$ cat config.mk
export PLATFORM = sky130hd
export DESIGN_NAME = chg_cycle_tracker
export DESIGN_NICKNAME = d
export VERILOG_FILES = /design/src/rtl/chg_cycle_pkg.sv /design/src/rtl/chg_near_full_gate.sv /design/src/rtl/chg_tally_sat.sv /design/src/rtl/chg_learn_qual.sv /design/src/rtl/chg_cycle_tracker.sv
export SDC_FILE = /design/constraint.sdc
export NUM_CORES = 1
export LEC_CHECK = 0
export BUFFER_PORTS_ARGS = -buffer_cell sky130_fd_sc_hd__buf_2
export CORE_ASPECT_RATIO = 1.75
export CORE_MARGIN = 2
export CORE_UTILIZATION = 40
export CTS_CLUSTER_DIAMETER = 100
export DETAILED_ROUTE_END_ITERATION = 10
export PLACE_DENSITY = 0.72
export SYNTH_ARGS = -nofsm -noshare
export SYNTH_HDL_FRONTEND = slang
export SYNTH_SLANG_ARGS = --single-unit
$ cat constraint.sdc
create_clock -name clk -period 2.5 [get_ports clk]
set_clock_uncertainty 0.15 [all_clocks]
set_input_delay 0.5 -clock clk [delete_from_list [all_inputs] [get_ports clk]]
set_output_delay 0.5 -clock clk [all_outputs]
set_load 0.02 [all_outputs]
$ cat src/rtl/chg_cycle_pkg.sv
package chg_cycle_pkg;
  typedef enum logic [0:0] {
    LQ_IDLE  = 1'b0,
    LQ_ARMED = 1'b1
  } learn_state_t;
endpackage

$ cat src/rtl/chg_near_full_gate.sv
module chg_near_full_gate #(
  parameter int CAP_W = 16,
  parameter int NUM   = 15,
  parameter int SHIFT = 4
) (
  input  logic             clk,
  input  logic             rst_n,
  input  logic             soft_rst,
  input  logic             chg_evt,
  input  logic [CAP_W-1:0] rem_cap,
  input  logic [CAP_W-1:0] learn_cap,
  output logic             above,
  output logic             bump,
  output logic             hold_off
);
  localparam int PW = CAP_W + SHIFT;

  // near-full limit: cap * NUM / 2^SHIFT, no divider
  function automatic logic [CAP_W-1:0] scaled_limit(input logic [CAP_W-1:0] cap);
    logic [PW-1:0] prod;
    prod = PW'(cap) * PW'(NUM);
    return prod[PW-1:SHIFT];
  endfunction

  logic [CAP_W-1:0] limit;

  always_comb begin
    limit = scaled_limit(learn_cap);
    above = rem_cap > limit;
    bump  = chg_evt && !soft_rst && (!above || !hold_off);
  end

  always_ff @(posedge clk or negedge rst_n) begin
    if (!rst_n)             hold_off <= 1'b0;
    else if (soft_rst)      hold_off <= 1'b0;
    else if (!above)        hold_off <= 1'b0;
    else if (chg_evt)       hold_off <= 1'b1;
  end

  // latch arms after a charge seen above the limit
  assert_latch_set_R2: assert property (@(posedge clk) disable iff (!rst_n)
    (chg_evt && above && !soft_rst) |=> hold_off);
  // latch never survives a cycle at or below the limit
  assert_latch_rel_R2: assert property (@(posedge clk) disable iff (!rst_n)
    (!above) |=> !hold_off);
endmodule

$ cat src/rtl/chg_tally_sat.sv
module chg_tally_sat #(
  parameter int CNT_W = 8,
  parameter int TRIP  = 64
) (
  input  logic             clk,
  input  logic             rst_n,
  input  logic             soft_rst,
  input  logic             clr,
  input  logic             bump,
  output logic [CNT_W-1:0] cnt,
  output logic             ci
);
  localparam logic [CNT_W-1:0] MAXV  = {CNT_W{1'b1}};
  localparam logic [CNT_W-1:0] TRIPV = CNT_W'(TRIP);

  function automatic logic [CNT_W-1:0] sat_inc(input logic [CNT_W-1:0] v);
    return (v == MAXV) ? v : v + 1'b1;
  endfunction

  logic [CNT_W-1:0] nxt;
  logic             at_top;
  logic             hits_trip;

  always_comb begin
    nxt       = sat_inc(cnt);
    at_top    = cnt == MAXV;
    hits_trip = bump && !at_top && nxt == TRIPV;
  end

  always_ff @(posedge clk or negedge rst_n) begin
    if (!rst_n) begin
      cnt <= '0;
      ci  <= 1'b1;
    end else if (soft_rst) begin
      cnt <= '0;
      ci  <= 1'b1;
    end else if (clr) begin
      cnt <= '0;
      ci  <= 1'b0;
    end else if (bump) begin
      cnt <= nxt;
      if (hits_trip) ci <= 1'b1;
    end
  end

  assert_step_R1: assert property (@(posedge clk) disable iff (!rst_n)
    (bump && !clr && !soft_rst && cnt != MAXV) |=> cnt == $past(cnt) + 1'b1);
  assert_no_overflow_R3: assert property (@(posedge clk) disable iff (!rst_n)
    (cnt == MAXV && !clr && !soft_rst) |=> cnt == MAXV);
  assert_trip_R4: assert property (@(posedge clk) disable iff (!rst_n)
    (bump && !clr && !soft_rst && cnt == TRIPV - 1'b1) |=> ci);
  assert_ci_sticky_R4: assert property (@(posedge clk) disable iff (!rst_n)
    (ci && !clr) |=> ci);
  assert_clear_R5: assert property (@(posedge clk) disable iff (!rst_n)
    (clr && !soft_rst) |=> (cnt == '0 && !ci));
  assert_soft_R8: assert property (@(posedge clk) disable iff (!rst_n)
    soft_rst |=> (cnt == '0 && ci));
endmodule

$ cat src/rtl/chg_learn_qual.sv
module chg_learn_qual
  import chg_cycle_pkg::*;
#(
  parameter int CAP_W    = 16,
  parameter int SD_W     = 16,
  parameter int SD_LIMIT = 4096
) (
  input  logic             clk,
  input  logic             rst_n,
  input  logic             soft_rst,
  input  logic             chg_evt,
  input  logic [CAP_W-1:0] rem_cap,
  input  logic [CAP_W-1:0] learn_cap,
  input  logic             edv_hit,
  input  logic             temp_neg,
  input  logic [SD_W-1:0]  sd_count,
  output logic             learn_upd,
  output logic             edv_rise,
  output logic             armed
);
  localparam logic [SD_W-1:0] SDL = SD_W'(SD_LIMIT);

  learn_state_t st;
  logic         edv_q;
  logic         quals_ok;
  logic         fire;

  always_comb begin
    armed    = st == LQ_ARMED;
    edv_rise = edv_hit && !edv_q;
    quals_ok = !temp_neg && (sd_count < SDL) && !chg_evt;
    fire     = armed && edv_rise && quals_ok && !soft_rst;
  end

  always_ff @(posedge clk or negedge rst_n) begin
    if (!rst_n) begin
      st        <= LQ_IDLE;
      edv_q     <= 1'b0;
      learn_upd <= 1'b0;
    end else begin
      edv_q     <= edv_hit;
      learn_upd <= fire;
      if (soft_rst || chg_evt || edv_rise) st <= LQ_IDLE;
      else if (rem_cap == learn_cap)       st <= LQ_ARMED;
    end
  end

  assert_pulse_R6: assert property (@(posedge clk) disable iff (!rst_n)
    learn_upd |=> !learn_upd);
  assert_cause_R6: assert property (@(posedge clk) disable iff (!rst_n)
    learn_upd |-> $past(edv_hit && armed && !chg_evt));
  assert_quals_R7: assert property (@(posedge clk) disable iff (!rst_n)
    learn_upd |-> $past(!temp_neg && sd_count < SDL));
endmodule

$ cat src/rtl/chg_cycle_tracker.sv
module chg_cycle_tracker #(
  parameter int CAP_W    = 16,
  parameter int CNT_W    = 8,
  parameter int TRIP     = 64,
  parameter int SD_W     = 16,
  parameter int SD_LIMIT = 4096
) (
  input  logic             clk,
  input  logic             rst_n,
  input  logic             soft_rst,
  input  logic             chg_evt,
  input  logic [CAP_W-1:0] rem_cap,
  input  logic [CAP_W-1:0] learn_cap,
  input  logic             edv_hit,
  input  logic             temp_neg,
  input  logic [SD_W-1:0]  sd_count,
  output logic [CNT_W-1:0] cycle_cnt,
  output logic             cap_inacc,
  output logic             learn_upd
);
  logic above_w, bump_w, hold_w, rise_w, armed_w;

  chg_near_full_gate #(.CAP_W(CAP_W), .NUM(15), .SHIFT(4)) u_gate (
    .clk(clk), .rst_n(rst_n), .soft_rst(soft_rst), .chg_evt(chg_evt),
    .rem_cap(rem_cap), .learn_cap(learn_cap),
    .above(above_w), .bump(bump_w), .hold_off(hold_w)
  );

  chg_learn_qual #(.CAP_W(CAP_W), .SD_W(SD_W), .SD_LIMIT(SD_LIMIT)) u_qual (
    .clk(clk), .rst_n(rst_n), .soft_rst(soft_rst), .chg_evt(chg_evt),
    .rem_cap(rem_cap), .learn_cap(learn_cap), .edv_hit(edv_hit),
    .temp_neg(temp_neg), .sd_count(sd_count),
    .learn_upd(learn_upd), .edv_rise(rise_w), .armed(armed_w)
  );

  chg_tally_sat #(.CNT_W(CNT_W), .TRIP(TRIP)) u_tally (
    .clk(clk), .rst_n(rst_n), .soft_rst(soft_rst), .clr(learn_upd),
    .bump(bump_w), .cnt(cycle_cnt), .ci(cap_inacc)
  );

  // latched and still above: count must be frozen
  assert_blocked_R2: assert property (@(posedge clk) disable iff (!rst_n)
    (hold_w && above_w && !learn_upd && !soft_rst) |=> cycle_cnt == $past(cycle_cnt));
  // a charge while armed drops the arming
  assert_cancel_R6: assert property (@(posedge clk) disable iff (!rst_n)
    (armed_w && chg_evt) |=> !learn_upd);
  assert_soft_cancel_R8: assert property (@(posedge clk) disable iff (!rst_n)
    soft_rst |=> (!armed_w && !hold_w));
  always_comb begin
    if (!rst_n) assert_reset_R9: assert (!learn_upd);
  end
endmodule

==> results by group <==
Layout
  • Finished Core Util: 0.612
  • Share of cells above drive strength 1: 0.419
  • Multi-input gate area: roughly 2400 sq um
  • Fill cells: around 570
  • P&R area growth vs syn: 47.6%
  • Final #Nets: 555
  • Most common cell after layout, fill and taps aside: buf_4
  • Reg area: approximately 330 sq um
  • N_diodes: 0
  • Most frequent cells in the layout: buf_4 (77), buf_2 (45), inv_1 (36)

Floorplanning
  • Initial Util: 0.415
  • Die area: approximately 7500 sq um
  • Std-Cell Rows: 39
  • Die width: 66.2 um
  • Die height: ~110 um
  • Core area: roughly 6500 sq um
  • Number of I/O pins: 64

Yosys
  • Post-synthesis sequential area ratio: 0.120
  • Top-area cell type share of the netlist area: 0.207
  • Top post-synthesis cells by area: fa_1 (21%), ha_1 (18%), dfrtp_1 (11%)
  • Register bit total from synthesis: 13
  • Cell Area, Synth: approximately 2700 sq um
  • Post-synth ARST share: 1.00
  • Leading area contributor after synthesis: fa_1
  • YS warnings: 0
  • Post-synth cell types: 50
  • Syn Inst Count: a little over 300
  • Syn nets: 424
  • Synth Flop Type: dfrtp_1
  • Number of synthesized flops with an enable pin: 0
  • Avg Cell Area, Syn: roughly 9.0 sq um

Pwr
  • Clock Power Share: 0.130
  • VDD IR max: 0.275 mV
  • Sequential power share: 0.097
  • PD cells: 596 nW/um^2
  • Logic pwr share: 0.773
  • P_int: ~1400 uW
  • Sw power: 1000 uW
  • Leakage: ~0.0019 uW
  • Sw frac: 0.421

Critical path
  • Worst setup SP type: input port
  • CP Data Required Time: roughly 2500 ps
  • Critical path peak fanout: 4
  • Crit-path max cell delay: 520 ps
  • CP Cell Sequence: buf_6 -> clkinvlp_4 -> fa_1 -> fa_1 -> inv_2 -> ha_4 -> a21oi_2 -> o21a_1 -> a2bb2oi_1 -> o211ai_1 -> o31ai_2 -> o21bai_1 -> xnor2_1 -> ha_1 -> nand4_1 -> or4_4 -> a21o_1 -> a31oi_4 -> nor3_4 -> xor2_1 -> and2_1
  • Critical Path Source: learn_cap[7]
  • R2r startpoint: u_tally.cnt[0]
  • Slowest-stage cell, CP: fa_1
  • Worst setup EP type: flop
  • R2R depth: 7
  • Worst EP arrival: around 5000 ps
  • R2R setup slack: 400 ps
  • Crit Path Class: input port to flop
  • CP most frequent cell: fa_1
  • R2r endpoint: u_tally.cnt[3]

Hold path
  • Worst hold path class: input port to asynchronous set/reset pin

Routing
  • Drt pass-1 iters: 4
  • DR vias/cell: 5.12
  • Vias: between 2000 and 3000
  • Number of routed nets with antenna violations: 0
  • DR iter-0 viols: 111
  • DRT Wirelength: 6.93 mm
  • DR WL/cell: ~13 um
  • DRC viols: 0

CTS
  • Htree depth: 1
  • CTS sink count: 13
  • Clock latency on the worst-skew pair: between 200 and 300 ps
  • Clock Tree Buf Depth: 2
  • Root Buffer: clkbuf_16
  • CTS buffer count: 3
  • Clk pin slew, worst setup/hold paths: 50 ps
  • CTS tree: built

Placed design
  • Port Buffers: between 50 and 60
  • Gpl congestion: 0.860
  • Final HPWL DP: around 6.0 mm

STA
  • Final number of setup-violating endpoints: 10
  • Worst-Margin Slew: 451 ps
  • Rel. slew slack: 0.698
  • Final worst slack: -2490 ps
  • RSZ-0062 raised after global routing: yes
  • Final Hold Fails: 12
  • Final worst path period need: about 5000 ps
  • WHS: -11.5 ps
  • Slew Viols, Final: 0
  • Period utilisation layout: 2.00
  • Fmax: 0.200 GHz

GRT
  • Largest net degree at the start of global routing: 14
  • First-pass GRT wire length: approximately 12 mm
  • Initial antenna violation count: 0
  • Number of global-route vias before repair: between 2000 and 3000
  • Gr usage total: 0.196
  • Gr ovfl total: 0

Job
  • Max Cap Viol: 0

Run status
  • Status: finished with violations
  • Failing checks: negative hold slack, negative setup slack
flip-flops by register name, summed over array words and instances (netlist names):
| register | flops |
|---|---|
| u_tally.ci | 1 |
| u_qual.learn_upd | 1 |
| u_qual.armed | 1 |
| u_gate.hold_off | 1 |
| u_tally.cnt | 8 |
| u_qual.edv_q | 1 |
power groups by stage:
stage / clock network (uW) / registers, uW / logic [uW]
floorplan: 0 / 240 / 1130
global placement: 0 / 234 / 1670
detailed placement: 0 / 235 / 1730
CTS: 309 / 232 / 1810
global route: 320 / 234 / 2070
finish: 310 / 232 / 1840
final cells by class:
class	instances	share of cell area
Inverter	50	0.0544
Clock inverter	1	0.00125
Timing Repair Buffer	127	0.217
Sequential cell	13	0.0816
Multi-Input combinational cell	238	0.602
Clock buffer	3	0.0188
Tap cell	82	0.0256
stage by stage:
stage | power [uW] | cells | worst slack (ps) | setup TNS (ps) | instance area (sq um)
detailed placement | 1970 | 504 | -2890 | -27960 | 3750
finish | 2390 | 514 | -2490 | -24040 | 4000
floorplan | 1370 | 302 | -2480 | -23790 | 2870
CTS | 2350 | 512 | -2530 | -24260 | 3940
global route | 2620 | 514 | -2740 | -26660 | 4000
global placement | 1900 | 504 | -2840 | -27380 | 3750
metal layers:
metal  vias to the layer above  global-route usage  share of wire
met5                         -                   0              0
met4                         0              0.0721          0.029
met3                        15              0.0189          0.022
met2                        47               0.382           0.58
met1                      1262               0.207           0.37
li1                       1307                   -              -
cell usage after synthesis (all sizes together), types with 3 or more instances:
cell type,instances
nor3,5
and3,4
nor2,12
nor4,7
nand2b,3
nand4,12
ha,40
a211oi,4
o21ai,7
nor2b,4
nand3,8
inv,50
dfrtp,12
a21oi,14
nand2,20
mux2i,4
xnor2,23
o211ai,3
xor2,8
a21o,3
fa,28
a31oi,3
how the worst max path moves through the flow:
stage                endpoint  slack (ps)  depth (start not counted)
4_1_cts        u_tally.cnt[0]       -2530                         20
3_3_place_gp   u_tally.cnt[0]       -2840                         21
2_1_floorplan  u_tally.cnt[0]       -2480                         20
6_report       u_tally.cnt[0]       -2490                         21
5_1_grt        u_tally.cnt[0]       -2740                         21
3_5_place_dp   u_tally.cnt[0]       -2890                         21
what timing repair did:
| item | in CTS | in global routing |
|---|---|---|
| setup buffers | 4 | 2 |
| hold buffers | 0 | 0 |
| pin swaps | 11 | 3 |
| setup endpoints to repair | 10 | 10 |
| gates resized for setup | 22 | 7 |
| endpoints found under the hold margin | 0 | 0 |
logic make-up after synthesis:
kind of cell    count (synthesis)  synth area share
buf+inv                        51            0.0706
simple gates                   83             0.166
xor+xnor                       31             0.100
compound gates                 52             0.137
mux                             4            0.0148
flops                          13             0.120
fa+ha+maj                      68             0.391
worst max-delay path, delay by kind of cell:
kind	cells	cell delay, ps
buf+inv	3	260
fa+ha+maj	4	1560
xor+xnor	2	300
compound gates	8	1540
simple gates	4	820
No activity file was read; power rests on OpenSTA's default activity.
